## src/rtl/stb_pkg.sv

```systemverilog
package stb_pkg;
  // Default geometry of the supervision timer bank
  localparam int STB_NUM_TMR  = 8;   // timers in the bank
  localparam int STB_TMR_W    = 16;  // timer count width
  localparam int STB_PS_W     = 8;   // prescaler setting width
  localparam int STB_BASE_DIV = 32;  // system clocks per base step
  localparam int STB_PS_MULT  = 16;  // base steps per setting unit
endpackage

```

## src/rtl/stb_base_div.sv

```systemverilog
// Fixed divider: one base step every DIV system clocks.
module stb_base_div #(
  parameter int DIV = 32
) (
  input  logic clk_i,
  input  logic rst_ni,
  output logic step_o
);
  localparam int CW = (DIV > 1) ? $clog2(DIV) : 1;

  logic [CW-1:0] cnt_q, cnt_d;
  logic          last;

  assign last   = (cnt_q == CW'(DIV - 1));
  assign step_o = last;

  always_comb begin
    if (last) cnt_d = '0;
    else      cnt_d = cnt_q + CW'(1);
  end

  always_ff @(posedge clk_i or negedge rst_ni) begin
    if (!rst_ni) cnt_q <= '0;
    else         cnt_q <= cnt_d;
  end
endmodule

```

## src/rtl/stb_prescaler.sv

```systemverilog
// Shared prescaler: counts MULT base steps per unit of the decoded
// setting and emits a one-cycle tick at the end of each period.
module stb_prescaler #(
  parameter int PSW  = 8,
  parameter int MULT = 16
) (
  input  logic           clk_i,
  input  logic           rst_ni,
  input  logic           step_i,
  input  logic [PSW-1:0] set_i,
  output logic           tick_o
);
  localparam int MW = (MULT > 1) ? $clog2(MULT) : 1;
  localparam int LW = PSW + 1 + MW;

  logic [PSW:0]  units;
  logic [LW-1:0] lim_m1;
  logic [LW-1:0] cnt_q, cnt_d;
  logic          cnt_en;
  logic          at_end;

  // Zero selects the longest period: one unit beyond the full range.
  always_comb begin
    if (set_i == '0) units = {1'b1, {PSW{1'b0}}} + (PSW + 1)'(1);
    else             units = {1'b0, set_i};
  end

  assign lim_m1 = LW'(units) * LW'(MULT) - LW'(1);
  assign at_end = (cnt_q >= lim_m1);
  assign tick_o = step_i & at_end;
  assign cnt_en = step_i;

  always_comb begin
    if (at_end) cnt_d = '0;
    else        cnt_d = cnt_q + LW'(1);
  end

  always_ff @(posedge clk_i or negedge rst_ni) begin
    if (!rst_ni)     cnt_q <= '0;
    else if (cnt_en) cnt_q <= cnt_d;
  end
endmodule

```

## src/rtl/stb_timer_slot.sv

```systemverilog
// One supervision timer: loads a two's-complement period, counts up on
// each tick, and pulses once when the count wraps to zero.
module stb_timer_slot #(
  parameter int TW = 16
) (
  input  logic          clk_i,
  input  logic          rst_ni,
  input  logic          tick_i,
  input  logic          start_i,
  input  logic          stop_i,
  input  logic [TW-1:0] period_i,
  output logic          run_o,
  output logic          exp_o
);
  logic [TW-1:0] cnt_q, cnt_d;
  logic          run_q, run_d;
  logic          exp_q, exp_d;
  logic          cnt_en;
  logic          wrap;

  assign wrap = (cnt_q == {TW{1'b1}});

  // Priority: start, then stop, then counting.
  always_comb begin
    run_d  = run_q;
    cnt_d  = cnt_q;
    exp_d  = 1'b0;
    cnt_en = 1'b0;
    if (start_i) begin
      run_d  = 1'b1;
      cnt_d  = period_i;
      cnt_en = 1'b1;
    end else if (stop_i) begin
      run_d  = 1'b0;
    end else if (run_q && tick_i) begin
      cnt_d  = cnt_q + TW'(1);
      cnt_en = 1'b1;
      if (wrap) begin
        run_d = 1'b0;
        exp_d = 1'b1;
      end
    end
  end

  always_ff @(posedge clk_i or negedge rst_ni) begin
    if (!rst_ni) begin
      run_q <= 1'b0;
      exp_q <= 1'b0;
    end else begin
      run_q <= run_d;
      exp_q <= exp_d;
    end
  end

  always_ff @(posedge clk_i or negedge rst_ni) begin
    if (!rst_ni)     cnt_q <= '0;
    else if (cnt_en) cnt_q <= cnt_d;
  end

  assign run_o = run_q;
  assign exp_o = exp_q;
endmodule

```

## src/rtl/sup_timer_bank.sv

```systemverilog
module sup_timer_bank
  import stb_pkg::*;
#(
  parameter int NUM_TMR  = STB_NUM_TMR,
  parameter int TMR_W    = STB_TMR_W,
  parameter int PS_W     = STB_PS_W,
  parameter int BASE_DIV = STB_BASE_DIV,
  parameter int PS_MULT  = STB_PS_MULT
) (
  input  logic                     clk_i,
  input  logic                     rst_ni,
  input  logic [PS_W-1:0]          presc_set_i,
  input  logic [NUM_TMR*TMR_W-1:0] period_i,
  input  logic [NUM_TMR-1:0]       start_i,
  input  logic [NUM_TMR-1:0]       stop_i,
  output logic [NUM_TMR-1:0]       expire_o,
  output logic [NUM_TMR-1:0]       running_o
);
  logic base_step;
  logic presc_tick;

  stb_base_div #(.DIV(BASE_DIV)) u_div (
    .clk_i  (clk_i),
    .rst_ni (rst_ni),
    .step_o (base_step)
  );

  stb_prescaler #(.PSW(PS_W), .MULT(PS_MULT)) u_presc (
    .clk_i  (clk_i),
    .rst_ni (rst_ni),
    .step_i (base_step),
    .set_i  (presc_set_i),
    .tick_o (presc_tick)
  );

  for (genvar g = 0; g < NUM_TMR; g++) begin : g_slot
    stb_timer_slot #(.TW(TMR_W)) u_slot (
      .clk_i    (clk_i),
      .rst_ni   (rst_ni),
      .tick_i   (presc_tick),
      .start_i  (start_i[g]),
      .stop_i   (stop_i[g]),
      .period_i (period_i[g*TMR_W +: TMR_W]),
      .run_o    (running_o[g]),
      .exp_o    (expire_o[g])
    );
  end
endmodule

```

## config.mk

```make
export PLATFORM = sky130hd
export DESIGN_NAME = sup_timer_bank
export DESIGN_NICKNAME = d
export VERILOG_FILES = /design/src/rtl/stb_pkg.sv /design/src/rtl/stb_base_div.sv /design/src/rtl/stb_prescaler.sv /design/src/rtl/stb_timer_slot.sv /design/src/rtl/sup_timer_bank.sv
export SDC_FILE = /design/constraint.sdc
export NUM_CORES = 1
export LEC_CHECK = 0
export BUFFER_PORTS_ARGS = -buffer_cell sky130_fd_sc_hd__buf_4
export CAP_MARGIN = 40
export CORE_MARGIN = 5
export CORE_UTILIZATION = 45
export CTS_CLUSTER_DIAMETER = 40
export DETAILED_ROUTE_END_ITERATION = 8
export PLACE_DENSITY_LB_ADDON = 0.2
export SETUP_SLACK_MARGIN = 0.3
export SLEW_MARGIN = 20
export SYNTH_ARGS = -nofsm -noshare
export SYNTH_HDL_FRONTEND = slang
export SYNTH_SLANG_ARGS = --single-unit
export TNS_END_PERCENT = 50
```

## constraint.sdc

```tcl
create_clock -name clk_i -period 3.5 [get_ports clk_i]
set_input_delay 0.35 -clock clk_i [delete_from_list [all_inputs] [get_ports clk_i]]
set_output_delay 0.35 -clock clk_i [all_outputs]
set_load 0.02 [all_outputs]
```

### Yosys cells after proc, flatten, opt, wreduce, memory -nomap -nowiden

Index checks and enable logic that the tools add are counted.

* add/sub/neg operators: 11
* magnitude comparators: 1
* eq/ne operators: 17
* muxes and demuxes: 115
* bitwise operators: 1
* reductions and logical operators: 49

Operator list (count)
* 16-bit 2-to-1 mux: 24
* 16-bit by 1-bit adder with 16-bit output (second input constant): 8
* 16-bit == test (second input constant): 8
* 1-bit 2-to-1 mux: 88
* 3-bit nonzero test: 16
* 3-bit AND reduction: 8
* 2-bit inequality test (second input constant): 8
* 2-bit AND reduction: 8
* 2-bit nonzero test: 8
* 13-bit by 1-bit adder with 13-bit output (second input constant): 1
* 13-bit greater-or-equal comparator: 1
* 13-bit 2-to-1 mux: 1
* 13-bit by 1-bit subtractor with 13-bit output (second input constant): 1
* 9-bit 2-to-1 mux: 1
* 1-bit logical AND: 8
* 8-bit zero test: 1
* 5-bit by 1-bit adder with 5-bit output (second input constant): 1
* 5-bit == test (second input constant): 1
* 5-bit 2-to-1 mux: 1
* 1-bit bitwise AND: 1

* flip-flop bits (word level): 162
* input port bits: 154
* output and inout port bits: 16
* word-level logic and storage cells: 220

### Logic depth before layout (Yosys ltp)

Gate-level depths: netlist of the first run.

* depth in word-level cells: 10
* mapped depth: 16
* mapped depth without buffers: 14

### Cells and area by module

Synthesis of the first run repeated with hierarchy kept, for this count alone.

* cell total of the unflattened synthesis: 1021
* area total of the unflattened synthesis: 9486.6 um2

Modules (own cells, without submodules)
* stb_timer_slot at g_slot[0].u_slot ...: times used 6, cells each 110, area an instance 1028.5 um2, sequential area each 450.4 um2
* stb_timer_slot at g_slot[7].u_slot: times used 1, cells each 116, area an instance 1051.0 um2, sequential area each 450.4 um2
* stb_timer_slot at g_slot[2].u_slot: times used 1, cells each 115, area an instance 1043.5 um2, sequential area each 450.4 um2
* stb_prescaler: times used 1, cells each 115, area an instance 1012.2 um2, sequential area each 325.3 um2
* stb_base_div: times used 1, cells each 15, area an instance 209.0 um2, sequential area each 125.1 um2

### Worst setup path after synthesis of the first run

Ideal clock, no wire load.

* path kind: input-to-reg
* from: input port presc_set_i[5]
* to: register g_slot[4].u_slot.cnt_q[1]
* setup time: 0.125 ns
* data arrival time: 3.188 ns
* required time: 3.375 ns
* path slack: 0.187 ns
* stages: 12
* buffers on the path: 0
* path through: nor4_1 a21oi_1 ha_1 xor2_1 nand3_1 ha_1 nand4_2 nor3_2 a22oi_4 a21boi_0 mux2_2 mux2_2

* longest elaborated chain between the ends: 10
* elaborated cells between the ends (all ways): 11
* those cells by class: add/sub: 1; order compare: 1; mux: 4; bitwise: 1; reduce/logical: 4

Ends and longest elaborated chain
* from (decl): RTL line sup_timer_bank.sv:12 `input logic [PS_W-1:0] presc_set_i,`
* 8-bit zero test: RTL line stb_prescaler.sv:24 `if (set_i == '0) units = {1'b1, {PSW{1'b0}}} + (PSW + 1)'(1);`
* 9-bit 2-to-1 mux (*): RTL line stb_prescaler.sv:24
* 13-bit by 1-bit subtractor with 13-bit output (*): RTL line stb_prescaler.sv:28 `assign lim_m1 = LW'(units) * LW'(MULT) - LW'(1);`
* 13-bit greater-or-equal comparator (*): RTL line stb_prescaler.sv:29 `assign at_end = (cnt_q >= lim_m1);`
* 1-bit bitwise AND (*): RTL line stb_prescaler.sv:30 `assign tick_o = step_i & at_end;`
* 1-bit logical AND (*): RTL line stb_timer_slot.sv:35 `end else if (run_q && tick_i) begin`
* 1-bit 2-to-1 mux: RTL line stb_timer_slot.sv:35
* 1-bit 2-to-1 mux: RTL line stb_timer_slot.sv:33 `end else if (stop_i) begin`
* 1-bit 2-to-1 mux: RTL line stb_timer_slot.sv:29 `if (start_i) begin`
* 3-bit AND reduction (no source line) (*)
* to (signal assigned): RTL line stb_timer_slot.sv:57 `else if (cnt_en) cnt_q <= cnt_d;`
* to (decl): RTL line stb_timer_slot.sv:15 `logic [TW-1:0] cnt_q, cnt_d;`

Every way passes the cells marked *; elsewhere a longest branch is shown, timed or not.
A chain may end at the register's enable or synchronous reset.

### Final worst setup path of the first run

* from: input port presc_set_i[2]
* to: register g_slot[1].u_slot.cnt_q[9]

* longest elaborated chain between the ends: 10
* elaborated cells between the ends (all ways): 11
* those cells by class: add/sub: 1; order compare: 1; mux: 4; bitwise: 1; reduce/logical: 4

Ends and longest elaborated chain (RTL line)
* 8-bit zero test: stb_prescaler.sv:24
* 9-bit 2-to-1 mux (*): stb_prescaler.sv:24
* 13-bit by 1-bit subtractor with 13-bit output (*): stb_prescaler.sv:28
* 13-bit greater-or-equal comparator (*): stb_prescaler.sv:29
* 1-bit bitwise AND (*): stb_prescaler.sv:30
* 1-bit logical AND (*): stb_timer_slot.sv:35
* 1-bit 2-to-1 mux: stb_timer_slot.sv:35
* 1-bit 2-to-1 mux: stb_timer_slot.sv:33
* 1-bit 2-to-1 mux: stb_timer_slot.sv:29
* 3-bit AND reduction (no source line) (*)
* to (signal assigned): stb_timer_slot.sv:57
* to (decl): stb_timer_slot.sv:15

Marks and branches as above.

==> results of run 1 <==
==> flip-flops by register name (all words and copies together), names as in the netlist <==
signal,count
u_div.cnt_q,5
g_slot.u_slot.run_o,8
u_presc.cnt_q,13
g_slot.u_slot.exp_o,8
g_slot.u_slot.cnt_q,128
==> worst max path at each step <==
| stage | endpoint | start | cells past startpoint |
|---|---|---|---|
| after floorplan | g_slot[4].u_slot.cnt_q[1]$_DFFE_PN0P_ | presc_set_i[1] | 13 |
| after global placement | g_slot[6].u_slot.cnt_q[8]$_DFFE_PN0P_ | presc_set_i[1] | 16 |
| after detailed placement | g_slot[6].u_slot.cnt_q[8]$_DFFE_PN0P_ | presc_set_i[1] | 17 |
| after CTS | g_slot[0].u_slot.cnt_q[10]$_DFFE_PN0P_ | presc_set_i[1] | 16 |
| after global routing | g_slot[1].u_slot.cnt_q[9]$_DFFE_PN0P_ | presc_set_i[2] | 16 |
| final | g_slot[1].u_slot.cnt_q[9]$_DFFE_PN0P_ | presc_set_i[2] | 16 |
==> cells in the final DEF (no fill, tap or decap), types with 16 or more instances in the layout <==
cell       Yosys  final
buf_4         21    209
dfrtp_1      162    162
nand2_1      130    129
a21oi_1       81     78
xnor2_1       67     67
xor2_1        66     65
mux2_2        60     59
nand3_1       50     50
o21ai_0       49     48
nand4_1       40     40
nor2_1        37     35
o21ai_1       24     24
a2111oi_4      5     20
clkbuf_16      0     20
ha_1          21     19
and3_1        18     18
nand2b_1      16     16
==> power breakdown <==
group	internal (mW)	switching (mW)
registers	2.02	0.146
logic	0.342	0.313
clock network	1.05	0.831
total	3.41	1.29
==> kinds of logic after synthesis <==
group                    Yosys count  share of synthesized area, %
AO/OA/AOI/OAI                    223                          16.0
buffers and inverters             90                          4.35
AND/OR/NAND/NOR                  348                          17.3
adder cells (fa/ha/maj)           21                          2.65
flip-flops                       162                          40.9
multiplexers                      62                          7.02
XOR/XNOR                         133                          11.7
==> repair_timing <==
action                     4_1_cts  5_1_grt
setup buffers                    0        8
setup endpoints to repair        2       99
gates cloned                     0        3
pin swaps                        0       15
hold endpoints to repair        48        0
hold buffers                     1        0
resized for setup                1       55
==> critical path, stage by stage <==
cell       delay [ns]
buf_6            0.09
or3_4            0.39
nor2_4           0.12
a21oi_2          0.07
ha_2             0.23
nand2_4          0.08
xor2_2           0.08
ha_1             0.34
nand4_1          0.24
nor3_4           0.26
a22oi_4          0.15
clkbuf_16        0.21
buf_6            0.12
a2111oi_4        0.37
xor2_1           0.12
mux2_4           0.27
==> per-layer routing <==
layer	vias up	GRT usage [%]
met5	-	0
met4	0	3.90
met3	23	4.65
met2	163	30.8
met1	3967	26.9
li1	4037	-
==> per-stage QoR <==
| stage | total power [mW] | setup WS [ns] | hold slack [ns] |
|---|---|---|---|
| after floorplan | 2.55 | 0.273 | 0.0544 |
| after global placement | 2.82 | -0.116 | 0.446 |
| after detailed placement | 2.83 | -0.147 | 0.445 |
| after CTS | 4.73 | 0.297 | 0.111 |
| after global routing | 4.93 | 0.209 | 0.114 |
| final | 4.70 | 0.307 | 0.127 |
==> cell type report <==
cell class / count / area share [%]
clock buffer: 20 / 3.65
inverter: 15 / 0.441
sequential: 162 / 31.7
tap: 280 / 2.74
timing repair buffer: 231 / 15.2
clock inverter: 12 / 0.950
multi-input combinational: 787 / 45.3
==> cells in the mapped netlist (all sizes together) <==
cell type and count:
ha 21, nor4 9, a311o 2, dfrtp 162
nor2 37, buf 40, xnor2 67, mux2 60
a211oi 27, o2bb2ai 1, nand3b 1, a2bb2oi 1
o31a 2, a21boi 1, nor4b 1, nand2b 16
a2111oi 29, or3 7, mux2i 2, nor3 11
and4 6, a22oi 1, o21ai 74, nand4 41
nand3 50, xor2 66, o31ai 1, nor2b 14
a21oi 81, or2 1, o41ai 1, nand2 130
o21bai 2, or4 1, and2 5, and3 18
clkbuf 35, inv 15
==> results.sh, run 1 <==
export IMPL_outcome="complete, no violations"
export IMPL_cts_htree_levels=4
export IMPL_dr_pass1_iters=4
export IMPL_final_area_um2=12800
export IMPL_p_leak_nw=5.15
export IMPL_die_y_um=158
export IMPL_drtAntennaViolNets=0
export IMPL_worstSkewPairLatency_ns=0.43
export IMPL_num_io_pins=170
export IMPL_cp_start_kind="input port"
export IMPL_finalHoldViolations=0
export IMPL_rr_worst_depth=11
export IMPL_via_per_inst=5.43
export IMPL_syn_inst=1039
export IMPL_skew_ns=0.00974
export IMPL_diodes=0
export IMPL_rrSetupSlack_ns=0.78
export IMPL_syn_cell_area_um2=9920
export IMPL_core_um2=21800
export IMPL_grt_max_degree=76
export IMPL_top_layer="met4"
export IMPL_rr_startpoint="u_div.cnt_q[0]$_DFF_PN0_"
export IMPL_met3WireLength_um=1310
export IMPL_tightest_slew_ns=0.737
export IMPL_syn2layout_area_growth_pct=28.8
export IMPL_grt_pass1_vias=7970
export IMPL_pwr_density_cell_nw_per_um2=368
export IMPL_tns_ns=0
export IMPL_dp_hpwl_um=17300
export IMPL_arrival_ns=3.50
export IMPL_yosys_area_top_type="dfrtp_1"
export IMPL_holdPathEnd="g_slot[6].u_slot.cnt_q[5]$_DFFE_PN0P_"
export IMPL_worstHoldStart="period_i[101]"
export IMPL_wl_met2_um=11700
export IMPL_synth_top_area_share_pct=40.9
export IMPL_min_period_ns=3.19
export IMPL_yosysWarnings=0
export IMPL_fin_cells=1507
export IMPL_r2r_end="g_slot[1].u_slot.cnt_q[9]$_DFFE_PN0P_"
export IMPL_cts_sinks=162
export IMPL_ys_types=48
export IMPL_drt_met1_wl_um=11400
export IMPL_grt_total_usage_pct=19.2
export IMPL_syn_nets=1214
export IMPL_post_route_period_util_pct=91.2
export IMPL_num_rows=54
export IMPL_maxSlewHeadroom_pct=50.9
export IMPL_seqCellArea_um2=4050
export IMPL_cts_tree="yes"
export IMPL_place_area_um2=11700
export IMPL_numCtsBuffers=17
export IMPL_fmax_mhz=313
export IMPL_synth_area_leaders="dfrtp_1, mux2_2, xnor2_1, xor2_1, nand2_1"
export IMPL_holdPathStages=3
export IMPL_setup_violations=0
export IMPL_vias=8190
export IMPL_cts_root_buffer="clkbuf_16"
export IMPL_multiInputGateArea_um2=5790
export IMPL_routed_wl_um=24700
export IMPL_drc_errors=0
export IMPL_initial_core_util_pct=45.6
export IMPL_fp_dieW_um=158
export IMPL_layout_nets=1389
export IMPL_gp_congestion=0.812
export IMPL_wire_per_inst_um=16.4
export IMPL_final_core_util_pct=58.7
export IMPL_nFillCells=1914
export IMPL_cts_buffer_depth=2
export IMPL_place_inst=1463
export IMPL_end_kind="register"
export IMPL_grt_pass1_wl_um=39100
export IMPL_drt_initial_drc_count=347
export IMPL_drive_above_1_share_pct=31.2
export IMPL_ys_seq_area_share_pct=40.9
export IMPL_required_ns=3.81
export IMPL_ir_drop_mv=0.232
export IMPL_clkTransAtPathRegs_ns=0.07
export IMPL_synth_avg_cell_area_um2=9.54
export IMPL_grt_ovfl_total=0
export IMPL_port_buffers=169
export IMPL_antenna_found_initial=0
export IMPL_worstSetupPathType="input port to register"
export IMPL_maxCapViolCount=0
export IMPL_final_max_slew_viol_count=0
export IMPL_hold_class="input port to register"
export IMPL_rsz0062_at_grt="true"
export IMPL_die_area_um2=25100
export IMPL_synth_seq_cells=162
export IMPL_crit_path_max_fanout=7
No activity file was read; power rests on OpenSTA's default activity.
==> inputs of run 2 (changes only) <==
- BUFFER_PORTS_ARGS: -buffer_cell sky130_fd_sc_hd__buf_4 -> unset
- DONT_BUFFER_PORTS: unset -> 1
- SYNTH_HIERARCHICAL: unset -> 1
==> results.sh, run 2 <==
export IMPL_outcome="finished with violations"
export IMPL_violations="negative hold slack"
export IMPL_p_leak_nw=4.34
export IMPL_preCtsSetupSlack_ns=-0.124
export IMPL_synth_area_leaders="dfrtp_1, xnor2_1, nand2_1, o21ai_0, nor4_1"
export IMPL_drtAntennaViolNets=0
export IMPL_synth_avg_cell_area_um2=9.29
export IMPL_met3WireLength_um=1250
export IMPL_num_io_pins=170
export IMPL_grt_pass1_wl_um=36500
export IMPL_cp_buffers_inverters=3
export IMPL_skew_ns=0.00907
export IMPL_required_ns=3.80
export IMPL_post_route_period_util_pct=91.0
export IMPL_routed_wl_um=22600
export IMPL_clkTransAtPathRegs_ns=0.07
export IMPL_synth_edf_count=0
export IMPL_whs_ns=-0.378
export IMPL_worstSkewPairLatency_ns=0.42
export IMPL_arrival_ns=3.49
export IMPL_synth_top_family_by_area="simple AND/OR/NAND/NOR gates"
export IMPL_synth_compound_area_share_pct=12.5
export IMPL_post_synth_top_count_cell="dfrtp_1"
export IMPL_via_per_inst=5.62
export IMPL_yosysWarnings=6
export IMPL_maxCapViolCount=0
export IMPL_mostFrequentLayoutCells="dfrtp_1, nand2_1, o21ai_0"
export IMPL_cts_root_buffer="clkbuf_16"
export IMPL_cp_slowest_cell="or3_4"
export IMPL_min_period_ns=3.19
export IMPL_final_max_slew_viol_count=0
export IMPL_ir_drop_mv=0.270
export IMPL_ys_seq_area_share_pct=42.7
export IMPL_synth_xor_area_share_pct=9.23
export IMPL_gp_congestion=0.851
export IMPL_wire_per_inst_um=16.7
export IMPL_largest_register_ffs=128
export IMPL_power_total_mw=4.59
export IMPL_pwr_density_cell_nw_per_um2=409
export IMPL_cp_start_kind="input port"
export IMPL_ys_types=61
export IMPL_die_area_um2=24100
export IMPL_syn_nets=1196
export IMPL_tns_ns=0
export IMPL_slowest_delay_ns=0.38
export IMPL_tightest_slew_ns=0.408
export IMPL_numCtsBuffers=17
export IMPL_setup_ws_ns=0.314
export IMPL_die_y_um=155
export IMPL_cts_htree_levels=4
export IMPL_grt_ovfl_total=0
export IMPL_antenna_found_initial=2
export IMPL_drt_met1_wl_um=10100
export IMPL_synthSimpleGateAreaFrac_pct=27.7
export IMPL_finalHoldViolations=162
export IMPL_synthArstFlopShare_pct=100
export IMPL_num_rows=53
export IMPL_syn_inst=1021
export IMPL_ys_flop_type="dfrtp_1"
export IMPL_dr_pass1_iters=5
export IMPL_crit_path_max_fanout=7
export IMPL_setup_violations=0
export IMPL_layout_nets=1240
export IMPL_rsz0062_at_grt="true"
export IMPL_grt_total_usage_pct=18.3
export IMPL_yosys_top_cells_count="dfrtp_1, nand2_1, o21ai_0"
export IMPL_largest_register="g_slot.u_slot/cnt_q"
export IMPL_yosys_area_top_type="dfrtp_1"
export IMPL_synth_area_mux_share_pct=2.03
export IMPL_maxSlewHeadroom_pct=72.8
export IMPL_crit_top_cell="buf_4"
export IMPL_cts_tree="yes"
export IMPL_port_buffers=0
export IMPL_diodes=0
export IMPL_synthAdderAreaFrac_pct=2.77
export IMPL_hold_class="input port to async pin"
export IMPL_cts_sinks=162
export IMPL_synth_seq_cells=162
export IMPL_final_common_cell="dfrtp_1"
export IMPL_grt_pass1_vias=7426
export IMPL_vias=7600
export IMPL_synth_top_area_share_pct=42.7
export IMPL_fp_dieW_um=155
export IMPL_wl_met2_um=11000
export IMPL_crit_family="simple AND/OR/NAND/NOR gates"
export IMPL_core_um2=20900
export IMPL_drt_initial_drc_count=340
export IMPL_fmax_mhz=314
export IMPL_syn2layout_area_growth_pct=18.1
export IMPL_path_cells="or3_4 -> nor2_4 -> a21oi_2 -> ha_2 -> nor3b_4 -> xnor2_1 -> nand2_1 -> ha_4 -> and4_4 -> a311oi_4 -> a21oi_4 -> buf_4 -> clkbuf_16 -> nand4_1 -> buf_4 -> nor4_2 -> nor3b_1 -> a221o_1"
export IMPL_dp_hpwl_um=15600
export IMPL_cts_buffer_depth=2
export IMPL_drc_errors=0
export IMPL_worstSetupPathType="input port to register"
export IMPL_grt_max_degree=163
export IMPL_end_kind="register"
export IMPL_syn_cell_area_um2=9490
export IMPL_biggestRegsByFlops="g_slot.u_slot/cnt_q x128, u_presc/cnt_q x13"
export IMPL_top_layer="met5"
export IMPL_rrSetupSlack_ns=0.81
export IMPL_drive_above_1_share_pct=17.3
export IMPL_nFillCells=1936
export IMPL_initial_core_util_pct=45.4
==> run 2: layer usage <==
metal | vias up | track usage (%)
met4 | 2 | 3.63
met2 | 155 | 29.7
met3 | 13 | 5.26
met1 | 3660 | 24.8
li1 | 3770 | -
met5 | - | 0
==> run 2: logic make-up (layout without fill, tap and decap cells) <==
kind of cell | count (synthesis) | after routing
AOI/OAI and AO/OA | 178 | 178
xor gates and xnor gates | 100 | 100
adders and majority gates | 21 | 21
buffers and inverters | 63 | 120
DFF | 162 | 162
muxes | 18 | 18
and+or+nand+nor | 479 | 479
==> run 2: worst reg2reg max path, cell delays in order (launching register included) <==
cell and delay (ns):
dfrtp_1 0.44, ha_1 0.34, and4_1 0.26, a311oi_4 0.13
a21oi_4 0.20, buf_4 0.15, clkbuf_16 0.15, nand4_1 0.16
buf_4 0.20, nor4_2 0.19, nor3b_1 0.09, a221o_1 0.27
==> run 2: final timing paths <==
check,from,to,depth (start not counted)
max in group asynchronous,rst_ni,g_slot[1].u_slot/cnt_q[7]$_DFFE_PN0P_,0
min in group clk_i,start_i[1],g_slot[1].u_slot/run_o$_DFFE_PN0P_,1
max reg2reg,u_presc/cnt_q[7]$_DFFE_PN0P_,g_slot[7].u_slot/cnt_q[12]$_DFFE_PN0P_,11
min reg2reg,u_div/cnt_q[0]$_DFF_PN0_,u_div/cnt_q[0]$_DFF_PN0_,1
max,presc_set_i[0],g_slot[7].u_slot/cnt_q[12]$_DFFE_PN0P_,18
min,rst_ni,g_slot[4].u_slot/cnt_q[7]$_DFFE_PN0P_,0
==> run 2: metrics by stage <==
stage / cell area [µm²] / std cells / util, %
floorplan: 9640 / 1021 / -
global placement: 10100 / 1304 / 48.6
detailed placement: 10100 / 1304 / 48.6
CTS: 10900 / 1344 / 52.0
global route: 11200 / 1353 / 53.6
finish: 11200 / 1353 / 53.6
==> run 2: cell type report <==
type | instances | area (µm²) | share of cell area, %
Clock buffer | 21 | 480 | 4.29
Tap cell | 275 | 344 | 3.07
Clock inverter | 11 | 151 | 1.35
Timing Repair Buffer | 62 | 558 | 4.98
Sequential cell | 162 | 4050 | 36.2
Inverter | 26 | 97.6 | 0.871
Multi-Input combinational cell | 796 | 5520 | 49.3
==> run 2: what timing repair did <==
item / in CTS / in global routing
hold buffers: 8 / 1
endpoints found under the setup margin: 0 / 88
hold endpoints to repair: 174 / 163
gates resized for setup: 0 / 40
setup buffers: 0 / 7
==> run 2: power breakdown <==
group	switching (mW)	total [mW]	leakage, nW	internal (mW)
Combinational	0.180	0.392	2.07	0.212
Clock	0.795	2.00	0.298	1.20
Sequential	0.183	2.20	1.97	2.01
Total	1.16	4.59	4.34	3.43
